### src/rtl/tdt_pkg.sv
package tdt_pkg;

    typedef enum logic [1:0] {
        ST_IDLE = 2'd0,
        ST_LOAD = 2'd1,
        ST_RUN  = 2'd2
    } tdt_state_e;

    localparam int OFF_CTRL  = 'h00;
    localparam int OFF_INIT  = 'h08;
    localparam int OFF_COUNT = 'h10;

    localparam int CTRL_EN_BIT   = 30;
    localparam int CTRL_FLAG_BIT = 29;
    localparam int CTRL_PER_BIT  = 27;

endpackage

### src/rtl/tdt_prescaler.sv
module tdt_prescaler #(
    parameter int PRE_W = 8
) (
    input  logic             clk,
    input  logic             rst_n,
    input  logic             phase_clr,
    input  logic             run,
    input  logic [PRE_W-1:0] ratio,
    output logic             tick
);

    logic [PRE_W-1:0] phase_q;
    logic             at_end;

    assign at_end = (phase_q == ratio);

    always_ff @(posedge clk) begin
        if (!rst_n) begin
            phase_q <= '0;
        end else if (phase_clr || !run || at_end) begin
            phase_q <= '0;
        end else begin
            phase_q <= phase_q + 1'b1;
        end
    end

    assign tick = run && !phase_clr && at_end;

endmodule

### src/rtl/tdt_counter.sv
module tdt_counter #(
    parameter int CNT_W = 24
) (
    input  logic             clk,
    input  logic             rst_n,
    input  logic             load,
    input  logic             tick,
    input  logic             periodic,
    input  logic [CNT_W-1:0] init,
    output logic [CNT_W-1:0] count,
    output logic             underflow
);

    logic [CNT_W-1:0] count_q;
    logic             is_zero;

    assign is_zero   = (count_q == '0);
    assign underflow = tick && is_zero;

    always_ff @(posedge clk) begin
        if (!rst_n) begin
            count_q <= '0;
        end else if (load) begin
            count_q <= init;
        end else if (tick) begin
            if (is_zero) begin
                count_q <= periodic ? init : '0;
            end else begin
                count_q <= count_q - 1'b1;
            end
        end
    end

    assign count = count_q;

endmodule

### src/rtl/tdt_ctrl_fsm.sv
module tdt_ctrl_fsm
    import tdt_pkg::*;
(
    input  logic       clk,
    input  logic       rst_n,
    input  logic       en_set,
    input  logic       en_clr,
    input  logic       underflow,
    input  logic       periodic,
    output logic       load,
    output logic       run,
    output logic       enabled,
    output tdt_state_e state
);

    tdt_state_e state_q;
    tdt_state_e state_d;

    always_ff @(posedge clk) begin
        if (!rst_n) begin
            state_q <= ST_IDLE;
        end else begin
            state_q <= state_d;
        end
    end

    always_comb begin
        state_d = state_q;
        unique case (state_q)
            ST_IDLE: begin
                if (en_set) state_d = ST_LOAD;          // start
            end
            ST_LOAD: begin
                if (en_clr) state_d = ST_IDLE;          // stop
                else        state_d = ST_RUN;           // arm
            end
            ST_RUN: begin
                if (en_clr)                       state_d = ST_IDLE; // stop
                else if (underflow && !periodic)  state_d = ST_IDLE; // expire
                else                              state_d = ST_RUN;  // count or wrap
            end
            default: state_d = ST_IDLE;
        endcase
    end

    always_comb begin
        load    = 1'b0;
        run     = 1'b0;
        enabled = 1'b0;
        unique case (state_q)
            ST_IDLE: ;
            ST_LOAD: begin
                load    = 1'b1;
                enabled = 1'b1;
            end
            ST_RUN: begin
                run     = 1'b1;
                enabled = 1'b1;
            end
            default: ;
        endcase
    end

    assign state = state_q;

endmodule

### src/rtl/tdt_timer.sv
module tdt_timer
    import tdt_pkg::*;
#(
    parameter int ADDR_W = 5,
    parameter int DATA_W = 32,
    parameter int CNT_W  = 24,
    parameter int PRE_W  = 8
) (
    input  logic              clk,
    input  logic              rst_n,
    input  logic              wr_en,
    input  logic              rd_en,
    input  logic [ADDR_W-1:0] addr,
    input  logic [DATA_W-1:0] wdata,
    output logic [DATA_W-1:0] rdata,
    output logic              irq
);

    localparam logic [ADDR_W-1:0] A_CTRL  = ADDR_W'(OFF_CTRL);
    localparam logic [ADDR_W-1:0] A_INIT  = ADDR_W'(OFF_INIT);
    localparam logic [ADDR_W-1:0] A_COUNT = ADDR_W'(OFF_COUNT);

    logic [CNT_W-1:0] init_q;
    logic [PRE_W-1:0] psc_q;
    logic             per_q;
    logic             flag_q;

    logic             wr_ctrl;
    logic             wr_init;
    logic             en_set;
    logic             en_clr;
    logic             tick;
    logic             load;
    logic             run;
    logic             enabled;
    logic             underflow;
    logic [CNT_W-1:0] count;
    tdt_state_e       state;
    logic [DATA_W-1:0] ctrl_word;

    assign wr_ctrl = wr_en && (addr == A_CTRL);
    assign wr_init = wr_en && (addr == A_INIT);
    assign en_set  = wr_ctrl &&  wdata[CTRL_EN_BIT];
    assign en_clr  = wr_ctrl && !wdata[CTRL_EN_BIT];

    always_ff @(posedge clk) begin
        if (!rst_n) begin
            init_q <= '0;
            psc_q  <= '0;
            per_q  <= 1'b0;
            flag_q <= 1'b0;
        end else begin
            if (wr_init) init_q <= wdata[CNT_W-1:0];
            if (wr_ctrl) begin
                psc_q <= wdata[PRE_W-1:0];
                per_q <= wdata[CTRL_PER_BIT];
            end
            if (underflow)                           flag_q <= 1'b1;
            else if (wr_ctrl && wdata[CTRL_FLAG_BIT]) flag_q <= 1'b0;
        end
    end

    tdt_prescaler #(.PRE_W(PRE_W)) u_presc (
        .clk       (clk),
        .rst_n     (rst_n),
        .phase_clr (wr_ctrl),
        .run       (run),
        .ratio     (psc_q),
        .tick      (tick)
    );

    tdt_counter #(.CNT_W(CNT_W)) u_cnt (
        .clk       (clk),
        .rst_n     (rst_n),
        .load      (load),
        .tick      (tick),
        .periodic  (per_q),
        .init      (init_q),
        .count     (count),
        .underflow (underflow)
    );

    tdt_ctrl_fsm u_fsm (
        .clk       (clk),
        .rst_n     (rst_n),
        .en_set    (en_set),
        .en_clr    (en_clr),
        .underflow (underflow),
        .periodic  (per_q),
        .load      (load),
        .run       (run),
        .enabled   (enabled),
        .state     (state)
    );

    always_comb begin
        ctrl_word                = '0;
        ctrl_word[PRE_W-1:0]     = psc_q;
        ctrl_word[CTRL_PER_BIT]  = per_q;
        ctrl_word[CTRL_FLAG_BIT] = flag_q;
        ctrl_word[CTRL_EN_BIT]   = enabled;
    end

    always_comb begin
        rdata = '0;
        if (rd_en) begin
            unique case (addr)
                A_CTRL:  rdata = ctrl_word;
                A_INIT:  rdata = DATA_W'(init_q);
                A_COUNT: rdata = DATA_W'(count);
                default: rdata = '0;
            endcase
        end
    end

    assign irq = flag_q;

endmodule

### config.mk
export PLATFORM = sky130hd
export DESIGN_NAME = tdt_timer
export DESIGN_NICKNAME = d
export VERILOG_FILES = /design/src/rtl/tdt_pkg.sv /design/src/rtl/tdt_prescaler.sv /design/src/rtl/tdt_counter.sv /design/src/rtl/tdt_ctrl_fsm.sv /design/src/rtl/tdt_timer.sv
export SDC_FILE = /design/constraint.sdc
export NUM_CORES = 1
export LEC_CHECK = 0
export BUFFER_PORTS_ARGS = -buffer_cell sky130_fd_sc_hd__buf_2
export CAP_MARGIN = 20
export CORE_MARGIN = 5
export CORE_UTILIZATION = 25
export DETAILED_ROUTE_END_ITERATION = 8
export GPL_ROUTABILITY_DRIVEN = 1
export PLACE_DENSITY = 0.45
export SLEW_MARGIN = 20
export SYNTH_ARGS = -nofsm -noshare
export SYNTH_HDL_FRONTEND = slang
export SYNTH_SLANG_ARGS = --single-unit
### constraint.sdc
create_clock -name clk -period 2.6 [get_ports clk]
set_clock_uncertainty 0.1 [all_clocks]
set_input_delay 0.39 -clock clk [delete_from_list [all_inputs] [get_ports clk]]
set_output_delay 0.39 -clock clk [all_outputs]
set_load 0.005 [all_outputs]
==> results.txt <==
The detail-routed net length per standard cell is 17.5 µm. Setup repair after global routing left no endpoint under its margin. The number of core rows came out at 46.

The clock-pin slew on the worst setup and hold paths came out at 0.06 ns. The highest signal layer in the routed design is met4. The run finished with clean final reports. The synthesized instance count is 529. The synthesized netlist devotes 27.8% of its cell area to simple gates. The worst hold path belongs to the class in2reg. The number of design-rule violations left by the first detailed-router iteration came out at 317. In the final routing, the length of wire on met1 measures 6570 µm.

The number of antenna-violating nets in the routed design is 0. The number of enable-type register cells in the synthesized netlist is 0. In this run, synthesis produced a sequential element count of 68. The setup path with the least slack is of type reg2reg. The number of sinks on the clock net is 68. The initial core utilization came out at 25.4%. The internal reg-to-reg setup slack is 0.20 ns.

The final net count is 656. The placed wire-length estimate is 10,500 µm. TritonCTS built the clock tree. In this run the critical register-to-register path is launched from u_cnt.count[13]. The area of placed instances is 4750 µm².

After detailed routing, the number of vias per cell comes to 5.12. The worst setup path is launched from a flop. The sequential cell area fraction in the yosys report is 34.0%. Leaving out fill and tap cells, the most frequent cell in the layout is sky130_fd_sc_hd__nand2_1. The growth of design area from synthesis to finish is 27.0%. Along the worst path, the maximum fanout reaches 19. The number of detailed-routing iterations run before antenna repair came out at 5. The actual slew at the worst max-slew pin is 0.619 ns. The worst path meets setup with 0.198 ns of slack. The wire length on met2 is 7010 µm. Counting cells, the worst reg-to-reg path comes to 5. 74 I/O pins were placed. The count of max-cap constraint violations is 0. Clock latency on the worst-skew pair, taken at its later pin, is 0.34 ns. The final critical path takes up 92.4% of the cycle. The total overflow left after global routing is 0.

The total via count in the routed design is 4,241. The depth of the worst hold-timing path came out at 3. The cell area after layout came out at 5080 µm². The critical hold path startpoint is wdata[17].

The fraction of synthesized cell area in xor and xnor cells came out at 3.06%. Summed over all cells, the static leakage comes to 2.07 nW. The fraction of final layout cells sized beyond drive strength 1 is 22.7%.

Counting the fill cells in the layout gives 1,739. The via count of the first global-routing pass came out at 4,370. The arrival time of data at the critical path endpoint is 2.52 ns. The count of buffers added on input and output ports is 63.

The initial antenna violation count came out at 0. STA classifies the critical path endpoint as a flop. The endpoint required time on the critical path is 2.72 ns. The number of distinct library cell variants in the gate-level netlist after synthesis came out at 62. The horizontal die dimension came out at 137 µm.

The max-slew violation count is 0. The number of hold buffers added after CTS was 0. The area of the die is 18,600 µm². After Yosys synthesis, full adders, half adders and majority gates account for 2.19% of the synthesized area. Entering global routing, the biggest net connects 25 pins. The number of design rule violations left after detail routing is 0. The post-synthesis instance area came out at 4000 µm². The deepest clock path buffer count is 2. 0 antenna diodes ended up in the layout. The tree is rooted in a sky130_fd_sc_hd__clkbuf_16.

The timing-limited maximum frequency came out at 416 MHz. The wire length reported by the detailed router came out at 14,500 µm. The height of the chip is 137 µm. The setup TNS after final layout is 0 ns. Setup violations remaining at the end of the flow were counted as 0.

The post-layout instance count excluding filler cells came out at 829. The pre-CTS setup slack came out at 0.101 ns. The detailed route wirelength on metal3 is 736 µm. Counting the buffers created by CTS gives 9. The first global-routing pass estimated 23,300 µm of wire. The power density over the cells is 1550 nW/µm². The post-route minimum period came out at 2.40 ns. The average cell area after synthesis came out at 7.57 µm². The worst relative slew slack came out at 58.7%. Leaving out fill and tap cells, the most frequent cells in the layout are 86 x sky130_fd_sc_hd__nand2_1, 68 x sky130_fd_sc_hd__dfxtp_1, 63 x sky130_fd_sc_hd__buf_2, 57 x sky130_fd_sc_hd__nor2_1, 51 x sky130_fd_sc_hd__a21oi_1. In this run the critical register-to-register path is captured at u_cnt.count[1].

The dominant combinational cell family by area after synthesis is simple AND/OR/NAND/NOR gates. The share of flip-flops with an asynchronous set or reset came out at 0%. The compound-gate portion of the synthesized area is 23.8%. The final weighted congestion of routability-driven global placement came out at 0.853.

The area of the core came out at 15,800 µm². Global routing consumed, over all layers together, 16.0% of the routing resources. For this run, the number of Yosys warnings is 0.

The number of hold-slack violations in the final timing report was 0. The total power draw is 0.00785 W. The multiplexer share of the synthesized area is 2.25%.

The clock tree synthesis step divided the H-tree into 3 levels. The cell total after placement came out at 810. The worst hold path terminates at init_q[17].

The peak supply drop is 0.770 mV. The most used flip-flop cell after synthesis is sky130_fd_sc_hd__dfxtp_1.
layout make-up:
type | count | area, µm² | share of cell area, %
timing repair buffer | 109 | 698 | 13.7
sequential | 68 | 1360 | 26.8
clock buffer | 9 | 225 | 4.43
tap | 216 | 270 | 5.32
multi-input combinational | 407 | 2400 | 47.2
clock inverter | 7 | 81.3 | 1.60
inverter | 13 | 48.8 | 0.960
flip-flops by register name (all words and copies together), names as in the netlist:
signal	count
irq	1
u_cnt.count	24
psc_q	8
u_presc.phase_q	8
init_q	24
u_fsm.state	2
per_q	1
synth_stat cells, drive strengths merged, types with 9 or more instances:
library cell | count | share of area, %
nand3 | 22 | 2.8
nor2 | 57 | 5.3
dfxtp | 68 | 34
buf | 14 | 2.7
a22oi | 28 | 5.4
nor4 | 14 | 2.3
o21ai | 9 | 1.1
o22ai | 11 | 1.7
a21oi | 52 | 6.8
clkbuf | 31 | 2.9
xor2 | 13 | 2.8
nand2 | 86 | 8.1
inv | 13 | 1.2
mux2i | 9 | 2.3
what timing repair did:
item                                   4_1_cts  5_1_grt
resized for setup                            0        3
buffers inserted                             0        3
setup endpoints to repair                    0       16
endpoints found under the hold margin        0        0
per-layer routing:
layer  vias to the layer above  GRT usage, %
met1                      2038          20.6
met3                        18          2.94
met5                         -             0
met4                         0          5.38
li1                       2069             -
met2                       116          26.8
report_power, final:
part	internal, W	total (W)	switching, W
combinational	0.00223	0.00524	0.00302
sequential	0.00117	0.00133	0.000163
clock	0.000758	0.00128	0.000520
total	0.00416	0.00785	0.00370
worst max-delay path: stages, from the launching register on:
cell	delay, ns
sky130_fd_sc_hd__dfxtp_1	0.35
sky130_fd_sc_hd__or4_1	0.69
sky130_fd_sc_hd__nor4b_4	0.46
sky130_fd_sc_hd__a21oi_4	0.26
sky130_fd_sc_hd__a222oi_1	0.34
sky130_fd_sc_hd__a311oi_1	0.09
metrics by stage:
stage,hold slack (ns),util (%)
3_5_place_dp,0.369,30.1
3_3_place_gp,0.371,30.1
4_1_cts,0.169,32.0
2_1_floorplan,0.348,-
6_report,0.187,32.2
5_1_grt,0.191,32.2
cells by family after synthesis:
logic type      after synthesis
compound gates              142
buf+inv                      58
flops                        68
fa+ha+maj                     7
other cells                   1
mux                           9
simple gates                230
xor+xnor                     14
worst max-delay path by stage:
stage | from | to | slack (ns) | cells after the start
global route | u_cnt.count[0] | u_cnt.count[8] | 0.04 | 9
CTS | u_cnt.count[0] | u_cnt.count[10] | 0.08 | 9
detailed placement | u_cnt.count[0] | u_cnt.count[10] | 0.10 | 9
floorplan | addr[3] | rdata[14] | 0.27 | 8
global placement | u_cnt.count[0] | u_cnt.count[7] | 0.15 | 9
finish | u_cnt.count[13] | u_cnt.count[1] | 0.20 | 5
No activity file was read; power rests on OpenSTA's default activity.
